### config.mk
export PLATFORM = sky130hd
export DESIGN_NAME = ptw_top
export DESIGN_NICKNAME = d
export VERILOG_FILES = /design/src/rtl/ptw_pkg.sv /design/src/rtl/ptw_addr_gen.sv /design/src/rtl/ptw_pte_eval.sv /design/src/rtl/ptw_top.sv
export SDC_FILE = /design/constraint.sdc
export NUM_CORES = 1
export LEC_CHECK = 0
export ABC_AREA = 1
export BUFFER_PORTS_ARGS = -buffer_cell sky130_fd_sc_hd__buf_2
export CAP_MARGIN = 20
export CORE_MARGIN = 2
export CORE_UTILIZATION = 54
export CTS_BUF_LIST = sky130_fd_sc_hd__clkbuf_8
export DETAILED_ROUTE_END_ITERATION = 10
export PLACE_DENSITY_LB_ADDON = 0.25
export SLEW_MARGIN = 20
export SYNTH_ARGS = -nofsm -noshare
export SYNTH_HDL_FRONTEND = slang
export SYNTH_SLANG_ARGS = --single-unit
### constraint.sdc
create_clock -name clk -period 3.05 [get_ports clk]
set_input_delay 0.1525 -clock clk [delete_from_list [all_inputs] [get_ports clk]]
set_output_delay 0.1525 -clock clk [all_outputs]
set_load 0.01 [all_outputs]
### src/rtl/ptw_pkg.sv
package ptw_pkg;
    localparam int unsigned VA_W     = 32;
    localparam int unsigned PA_W     = 32;
    localparam int unsigned PTE_W    = 32;
    localparam int unsigned OFF_W    = 13;
    localparam int unsigned L1_W     = 10;
    localparam int unsigned L2_W     = 9;
    localparam int unsigned ENT_B_W  = 2;
    localparam int unsigned VPN_W    = VA_W - OFF_W;
    localparam int unsigned FRAME_W  = PA_W - OFF_W;
    localparam int unsigned TBL_W    = PA_W - L2_W - ENT_B_W;
    localparam int unsigned LEN_W    = L1_W + 1;

    localparam int unsigned BIT_V  = 0;
    localparam int unsigned BIT_R  = 1;
    localparam int unsigned BIT_D  = 2;
    localparam int unsigned BIT_WR = 3;

    typedef enum logic [1:0] {XL_OK, XL_PAGE, XL_PROT, XL_LIMIT} xl_status_e;
    typedef enum logic [2:0] {W_IDLE, W_L1, W_L2, W_WB, W_RESP} walk_state_e;

    typedef struct packed {
        walk_state_e          st;
        logic [VA_W-1:0]      va;
        logic                 wr;
        logic [TBL_W-1:0]     tbl;
        logic [PTE_W-1:0]     pte_new;
        logic [PA_W-1:0]      pa;
        xl_status_e           status;
    } walk_regs_t;

    localparam walk_regs_t WALK_RST = '{st: W_IDLE, va: '0, wr: 1'b0, tbl: '0,
                                        pte_new: '0, pa: '0, status: XL_OK};
endpackage

### src/rtl/ptw_addr_gen.sv
module ptw_addr_gen
    import ptw_pkg::*;
(
    input  logic [VPN_W-1:0] vpn,
    input  logic [PA_W-1:0]  root,
    input  logic [LEN_W-1:0] len,
    input  logic [TBL_W-1:0] tbl,
    output logic [PA_W-1:0]  l1_addr,
    output logic [PA_W-1:0]  l2_addr,
    output logic             over_limit
);
    logic [L1_W-1:0] idx_top;
    logic [L2_W-1:0] idx_leaf;

    assign idx_top  = vpn[VPN_W-1 -: L1_W];
    assign idx_leaf = vpn[L2_W-1:0];

    assign l1_addr    = root + {{(PA_W-L1_W-ENT_B_W){1'b0}}, idx_top, {ENT_B_W{1'b0}}};
    assign l2_addr    = {tbl, idx_leaf, {ENT_B_W{1'b0}}};
    assign over_limit = ({1'b0, idx_top} >= len);
endmodule

### src/rtl/ptw_pte_eval.sv
module ptw_pte_eval
    import ptw_pkg::*;
(
    input  logic [PTE_W-1:0] pte,
    input  logic             is_write,
    input  logic [OFF_W-1:0] offset,
    output xl_status_e       status,
    output logic [PA_W-1:0]  pa,
    output logic [PTE_W-1:0] pte_new,
    output logic             need_wb
);
    logic [PTE_W-1:0] set_mask;

    always_comb begin
        set_mask         = '0;
        set_mask[BIT_R]  = 1'b1;
        set_mask[BIT_D]  = is_write;
        pte_new          = pte | set_mask;
        pa               = {pte[PTE_W-1 -: FRAME_W], offset};
        if (!pte[BIT_V]) begin
            status = XL_PAGE;
        end else if (is_write && !pte[BIT_WR]) begin
            status = XL_PROT;
        end else begin
            status = XL_OK;
        end
        need_wb = (status == XL_OK) && (pte_new != pte);
    end
endmodule

### src/rtl/ptw_top.sv
module ptw_top
    import ptw_pkg::*;
(
    input  logic             clk,
    input  logic             rst_n,
    input  logic             req_valid,
    output logic             req_ready,
    input  logic [VA_W-1:0]  req_vaddr,
    input  logic             req_write,
    output logic             rsp_valid,
    output logic [PA_W-1:0]  rsp_paddr,
    output logic [1:0]       rsp_status,
    input  logic [PA_W-1:0]  tbl_root,
    input  logic [LEN_W-1:0] tbl_len,
    output logic             mem_req,
    output logic             mem_we,
    output logic [PA_W-1:0]  mem_addr,
    output logic [PTE_W-1:0] mem_wdata,
    input  logic             mem_ack,
    input  logic [PTE_W-1:0] mem_rdata
);
    walk_regs_t q, d;

    logic [VPN_W-1:0] vpn_sel;
    logic [PA_W-1:0]  l1_addr, l2_addr;
    logic             over_limit;
    xl_status_e       ev_status;
    logic [PA_W-1:0]  ev_pa;
    logic [PTE_W-1:0] ev_pte_new;
    logic             ev_need_wb;

    assign vpn_sel = (q.st == W_IDLE) ? req_vaddr[VA_W-1:OFF_W] : q.va[VA_W-1:OFF_W];

    ptw_addr_gen u_addr_gen (
        .vpn        (vpn_sel),
        .root       (tbl_root),
        .len        (tbl_len),
        .tbl        (q.tbl),
        .l1_addr    (l1_addr),
        .l2_addr    (l2_addr),
        .over_limit (over_limit)
    );

    ptw_pte_eval u_pte_eval (
        .pte      (mem_rdata),
        .is_write (q.wr),
        .offset   (q.va[OFF_W-1:0]),
        .status   (ev_status),
        .pa       (ev_pa),
        .pte_new  (ev_pte_new),
        .need_wb  (ev_need_wb)
    );

    always_comb begin
        d = q;
        unique case (q.st)
            W_IDLE: begin
                if (req_valid) begin
                    d.va     = req_vaddr;
                    d.wr     = req_write;
                    d.pa     = '0;
                    d.status = XL_OK;
                    if (over_limit) begin
                        d.status = XL_LIMIT;
                        d.st     = W_RESP;
                    end else begin
                        d.st     = W_L1;
                    end
                end
            end
            W_L1: begin
                if (mem_ack) begin
                    if (!mem_rdata[BIT_V]) begin
                        d.status = XL_PAGE;
                        d.st     = W_RESP;
                    end else begin
                        d.tbl    = mem_rdata[PTE_W-1 -: TBL_W];
                        d.st     = W_L2;
                    end
                end
            end
            W_L2: begin
                if (mem_ack) begin
                    d.status = ev_status;
                    if (ev_status == XL_OK) begin
                        d.pa      = ev_pa;
                        d.pte_new = ev_pte_new;
                        d.st      = ev_need_wb ? W_WB : W_RESP;
                    end else begin
                        d.st      = W_RESP;
                    end
                end
            end
            W_WB: begin
                if (mem_ack) begin
                    d.st = W_RESP;
                end
            end
            W_RESP: begin
                d.st = W_IDLE;
            end
            default: begin
                d.st = W_IDLE;
            end
        endcase
    end

    always_ff @(posedge clk or negedge rst_n) begin
        if (!rst_n) begin
            q <= WALK_RST;
        end else begin
            q <= d;
        end
    end

    assign req_ready  = (q.st == W_IDLE);
    assign rsp_valid  = (q.st == W_RESP);
    assign rsp_paddr  = q.pa;
    assign rsp_status = q.status;
    assign mem_req    = (q.st == W_L1) || (q.st == W_L2) || (q.st == W_WB);
    assign mem_we     = (q.st == W_WB);
    assign mem_addr   = (q.st == W_L1) ? l1_addr : l2_addr;
    assign mem_wdata  = q.pte_new;
endmodule

---- Yosys cells after proc, flatten, opt, wreduce, memory -nomap -nowiden ----
Index checks and enable logic that the tools add are counted.
word-level totals
  bits in registers ....................... 123
  bits in latches ......................... 0
  RAM bits ................................ 0
  bits in read-only memories .............. 0
  input port bits ......................... 112
  memories kept ........................... 0
cells by class
  add/subtract/negate cells ............... 1
  multipliers ............................. 0
  div/mod/pow operators ................... 0
  magnitude comparators ................... 1
  equality and inequality tests ........... 11
  shifts and indexed selects .............. 0
  multiplexer cells ....................... 21
  bitwise gates (word level) .............. 1
  reduce and logical (&&, ||, !) cells .... 15
operators with widths
  cell                number
  $mux 34             2
  $mux 32             2
  $pmux 32 s2         1
  $mux 36             1
  $add 32x12->32      1
  $ne 32x32->1        1
  $or 32x3->32        1
  $mux 3              7
  $mux 19             1
  $pmux 3 s4          1
  $ge 10x11->1        1
  $mux 2              5
  $ne 2x2->1 const B  5
  $reduce_and 4->1    2
  $eq 3x2->1 const B  2
  $pmux 2 s3          1
  $reduce_and 3->1    2
  $reduce_and 5->1    1
  $eq 3x1->1 const B  1
  $eq 3x3->1 const B  1
  $logic_not 3->1     1
  $reduce_bool 3->1   1
  $logic_and 1x1->1   2
  $logic_not 2->1     1
  5 further kinds     6

---- Logic depth before layout (Yosys ltp) ----
  word-level depth ........................ 10
  mapped depth ............................ 20

---- Hierarchy ----
From an unflattened synthesis, not the netlist that was laid out.
unflattened totals
  cell total of the unflattened synthesis .. 1217
  area total of the unflattened synthesis .. 8649.5 um2
modules (own cells, without submodules)
  module        instances  cells each  area an instance (um2)
  ptw_top       1          791         6217.2
  ptw_addr_gen  1          352         1911.8
  ptw_pte_eval  1          74          520.5

---- Worst setup path after synthesis ----
No wires, ideal clock.
  kind .................................... register to output
  start ................................... register q[120] (netlist name)
  end ..................................... output mem_addr[12]
  data arrival time ....................... 2.543 ns
  data required time ...................... 2.897 ns
  setup slack ............................. 0.355 ns
  stages on the path, launching flop included .. 15
  path buffers ............................ 1
  path through ............................ dfrtp_1 > inv_2 > nand2_2 > nor2_4 > inv_2 > clkbuf_1 > o21ai_0 > ha_1 > a21oi_1 > o21ai_0 > inv_1 > nand3_1 > or2_2 > nand3_1 > nand2_1
on the way
  cells in the longest elaborated chain, start to end .. 4
  elaborated cells between the ends (all ways) .. 5
  those cells by class .................... add/sub: 1; eq/ne: 1; mux: 2; reduce/logical: 1
ends and longest elaborated chain
  element                   RTL line            RTL
  start: declaration        ptw_top.sv:22       walk_regs_t q, d;
  start signal: assignment  ptw_top.sv:110      q <= WALK_RST;
  start signal: assignment  ptw_top.sv:112      q <= d;
  $logic_not 3->1           ptw_top.sv:32       assign vpn_sel = (q.st == W_IDLE) ? req_vaddr[VA_W-1:OFF_W] : q.va[VA_W-1:OFF_W];
  $mux 19                   ptw_top.sv:32
  $add 32x12->32            ptw_addr_gen.sv:18  assign l1_addr = root + {{(PA_W-L1_W-ENT_B_W){1'b0}}, idx_top, {ENT_B_W{1'b0}}};
  $mux 32 (*)               ptw_top.sv:122      assign mem_addr = (q.st == W_L1) ? l1_addr : l2_addr;
  end: declaration          ptw_top.sv:17       output logic [PA_W-1:0] mem_addr,
Mark *: on every way between the ends. The rest lies on a longest branch, timed or not.

---- Worst setup path in the final report ----
  start ................................... register q[120] (netlist name)
  end ..................................... output mem_addr[31]
The elaborated chain is that of the path after synthesis.

==> out/metrics.csv <==
stage;metric;value;unit
routing;wl_per_cell;15.8;um
global_route;grt_pass1_wl;34.6;mm
critical_path;path_cells;inv_2 -> nand2_4 -> nor2_4 -> clkinvlp_4 -> nand2_2 -> o21ai_4 -> ha_4 -> nand3_4 -> nor2_4 -> inv_1 -> nand3_2 -> nand2_1 -> nand2_2 -> nand3b_1 -> nand2_1 -> nand2_1 -> nand2_1 -> buf_2;
yosys;synth_most_common_cell;nand2_1;
yosys;synth_top_cell_by_area;dfrtp_1;
critical_path;critical_path.endpoint_type;output port;
routing;drc;0;
yosys;yosys_warnings;0;
die;start_util;55.6;%
routing;wirelength;22.6;mm
clock_tree;clk_latency;0.46;ns
yosys;postSynth.asyncResetShare;100;%
global_route;grt-ovfl-total;0;
sta;grt_setup_unrepaired;yes;
clock_tree;numClockSinks;123;
yosys;synth_simple_gate_area_share;28.3;%
yosys;synth.cell_area;7420;um2
yosys;ys_ff_latch;123;
finish;fin_cells;1435;
yosys;ys_types;36;
global_route;track_usage;30.5;%
die;core_area;13300;um2
routing;firstDrtPassIters;5;
die;die_y;121;um
status;outcome;finished with violations;
power;power_density;1020;nW/um2
sta;max_slew.worst_pin.slew;0.744;ns
sta;finalClockSkew;0.00822;ns
yosys;synth_compound_area_share;7.94;%
finish;area_growth;37.4;%
clock_tree;clk_pin_slew;0.07;ns
yosys;muxShareOfSynthArea;3.03;%
yosys;synth_adder_area_share;3.64;%
power;total_power;10.4;mW
critical_path;cp_slowest_cell;dfrtp_1;
finish;diodes;0;
critical_path;max_stage_delay;0.40;ns
sta;hold_violations;0;
routing;vias;7360;
critical_path;cp.required;2.90;ns
die;rows;42;
clock_tree;cts_max_level;4;
clock_tree;cts_root_buf;clkbuf_8;
critical_path;critical_path_class;flip-flop to output port;
critical_path;critical_path.top_delay_family;simple AND/OR/NAND/NOR gates;
clock_tree;cts_tree;built;
worst_hold_path;hold_path.class;input port to flip-flop;
finish;register_area;3080;um2
yosys;yosysSeqAreaShare;41.5;%
yosys;synth_top_family_by_area;simple AND/OR/NAND/NOR gates;
yosys;syn_nets;1127;
global_route;grt_pass1_vias;7291;
routing;vias_per_cell;5.13;
global_route;grt_start_max_net_pins;89;
yosys;syn_area_per_cell;7.47;um2
critical_path;crit_fanout;6;
sta;drv_slew;0;
sta;timing.fmax;308;MHz
die;dieArea;14700;um2
flow_run;drv_cap;0;
critical_path;crit_buf_inv;4;
global_route;use_met2;53.2;%
clock_tree;numCtsBuffers;17;
yosys;synthCells;994;
placed_design;place_congestion;0.950;
placed_design;port-buffer-count;213;
power;peakVddDrop;0.789;mV
die;fp.dieW;121;um
critical_path;worst-r2r-cell-count;16;
critical_path;cpMostUsedCell;nand2_1;
yosys;synth_enable_flop_cells;0;
sta;setup_viol;26;
finish;nFillCells;964;
sta;period_minus_slack;3.25;ns
global_route;antenna_found_initial;0;
routing;drtIter0Drc;409;
sta;relSlewSlack;50.4;%
placed_design;dp.cells;1310;
status;violations;setup timing;
power;p_leak;5.55;nW
yosys;synth-xor-area-share;0.472;%
global_route;met1_usage;35.9;%
finish;nets;1379;
routing;ant_nets;0;
sta;finalWorstSetupSlack;-0.199;ns
die;pin_count;214;
yosys;synth_ff_type;dfrtp_1;
sta;period_share;107;%
yosys;synth_top_area_share;41.5;%
yosys;synth.area.top_cells;dfrtp_1 (41%), nand2_1 (18%), buf_4 (6.9%);
critical_path;critPathLaunchType;flip-flop;
placed_design;placedInstanceArea;8240;um2
finish;multiInputGateArea;3800;um2
placed_design;place_ws;0.0768;ns
global_route;met3_usage;6.91;%
global_route;top_usage_layer;met2;
placed_design;dp_hpwl;14.9;mm
clock_tree;cts_max_path_buffers;2;
worst_hold_path;hold_depth;3;
critical_path;worstPathArrival;3.10;ns
yosys;synth_common_cells;nand2_1 (361), dfrtp_1 (123), inv_1 (121);
finish;drive_gt1_share;36.4;%
finish;post-route-util;76.4;%
finish;design_area;10200;um2
critical_path;path_depth;18;
==> layout make-up <==
cell class	instances	share of cell area (%)
Clock buffer	18	2.43
Clock inverter	14	1.90
Inverter	128	4.76
Multi-Input combinational cell	649	37.3
Sequential cell	123	30.2
Tap cell	176	2.16
Timing Repair Buffer	326	21.2
Timing Repair inverter	1	0.0736
==> flip-flops by register name, summed over array words and instances (netlist names) <==
signal      count
q              57
mem_wdata      32
rsp_paddr      32
rsp_status      2
==> cells by family after synthesis <==
logic type | after synthesis
muxes | 20
and+or+nand+nor | 497
AOI/OAI and AO/OA | 107
buffers and inverters | 222
DFF | 123
adders and majority gates | 21
xor gates and xnor gates | 4
==> tightest hold or removal path: cells and delay by family <==
family | cells | cell delay (ns)
compound gates | 1 | 0.13
buf+inv | 2 | 0.15
==> routing by layer <==
| metal | vias up | wire, um |
|---|---|---|
| met1 | 3444 | 9070 |
| li1 | 3544 | - |
| met2 | 299 | 11200 |
| met3 | 73 | 1500 |
| met5 | - | 0 |
| met4 | 0 | 837 |
==> final timing paths <==
path | from | endpoint | slack [ns]
worst max-delay path | q[120] | mem_addr[31] | -0.20
worst min-delay path | req_vaddr[26] | q[114] | 0.02
worst max register to register | q[120] | rsp_paddr[25] | 0.40
worst min register to register | mem_wdata[1] | mem_wdata[1] | 0.46
max in group asynchronous | rst_n | q[113] | 2.01
min in group asynchronous | rst_n | rsp_paddr[30] | 0.20
==> where the power goes <==
part	internal [mW]	switching, mW	leakage, nW
Combinational	2.55	3.57	3.74
Clock	0.915	0.717	0.225
Sequential	2.29	0.358	1.58
Total	5.75	4.65	5.55
==> layout by cell type, fill, tap and decap left out, drive strengths merged, types with 2 or more instances in the layout <==
cell type,synthesis,routed
or2,6,6
nor2,47,47
o21ai,77,77
inv,128,131
nor3,7,7
dfrtp,123,123
and2,2,2
xor2,3,3
o22ai,4,4
nand4,4,4
ha,20,20
nand2,363,363
nor4,2,2
mux2,20,20
bufinv,0,4
clkbuf,4,18
clkinvlp,0,2
dlygate4sd3,0,61
a21oi,24,24
nand3b,5,5
nand3,59,59
clkinv,0,6
buf,90,265
==> through the flow <==
step	setup TNS [ns]	hold slack, ns
after global placement	0	0.150
after global routing	-7.11	0.0255
after CTS	-0.834	0.00485
after floorplan	0	-0.143
final	-3.24	0.0209
after detailed placement	0	0.151
==> repair_timing <==
item,4_1_cts,5_1_grt
cloned,2,0
hold endpoints to repair,133,0
hold buffers,61,0
resized for setup,83,84
buffers inserted,21,9
pin swaps,26,36
endpoints found under the setup margin,26,27
Note: power is estimated with default switching activity, not from simulation.
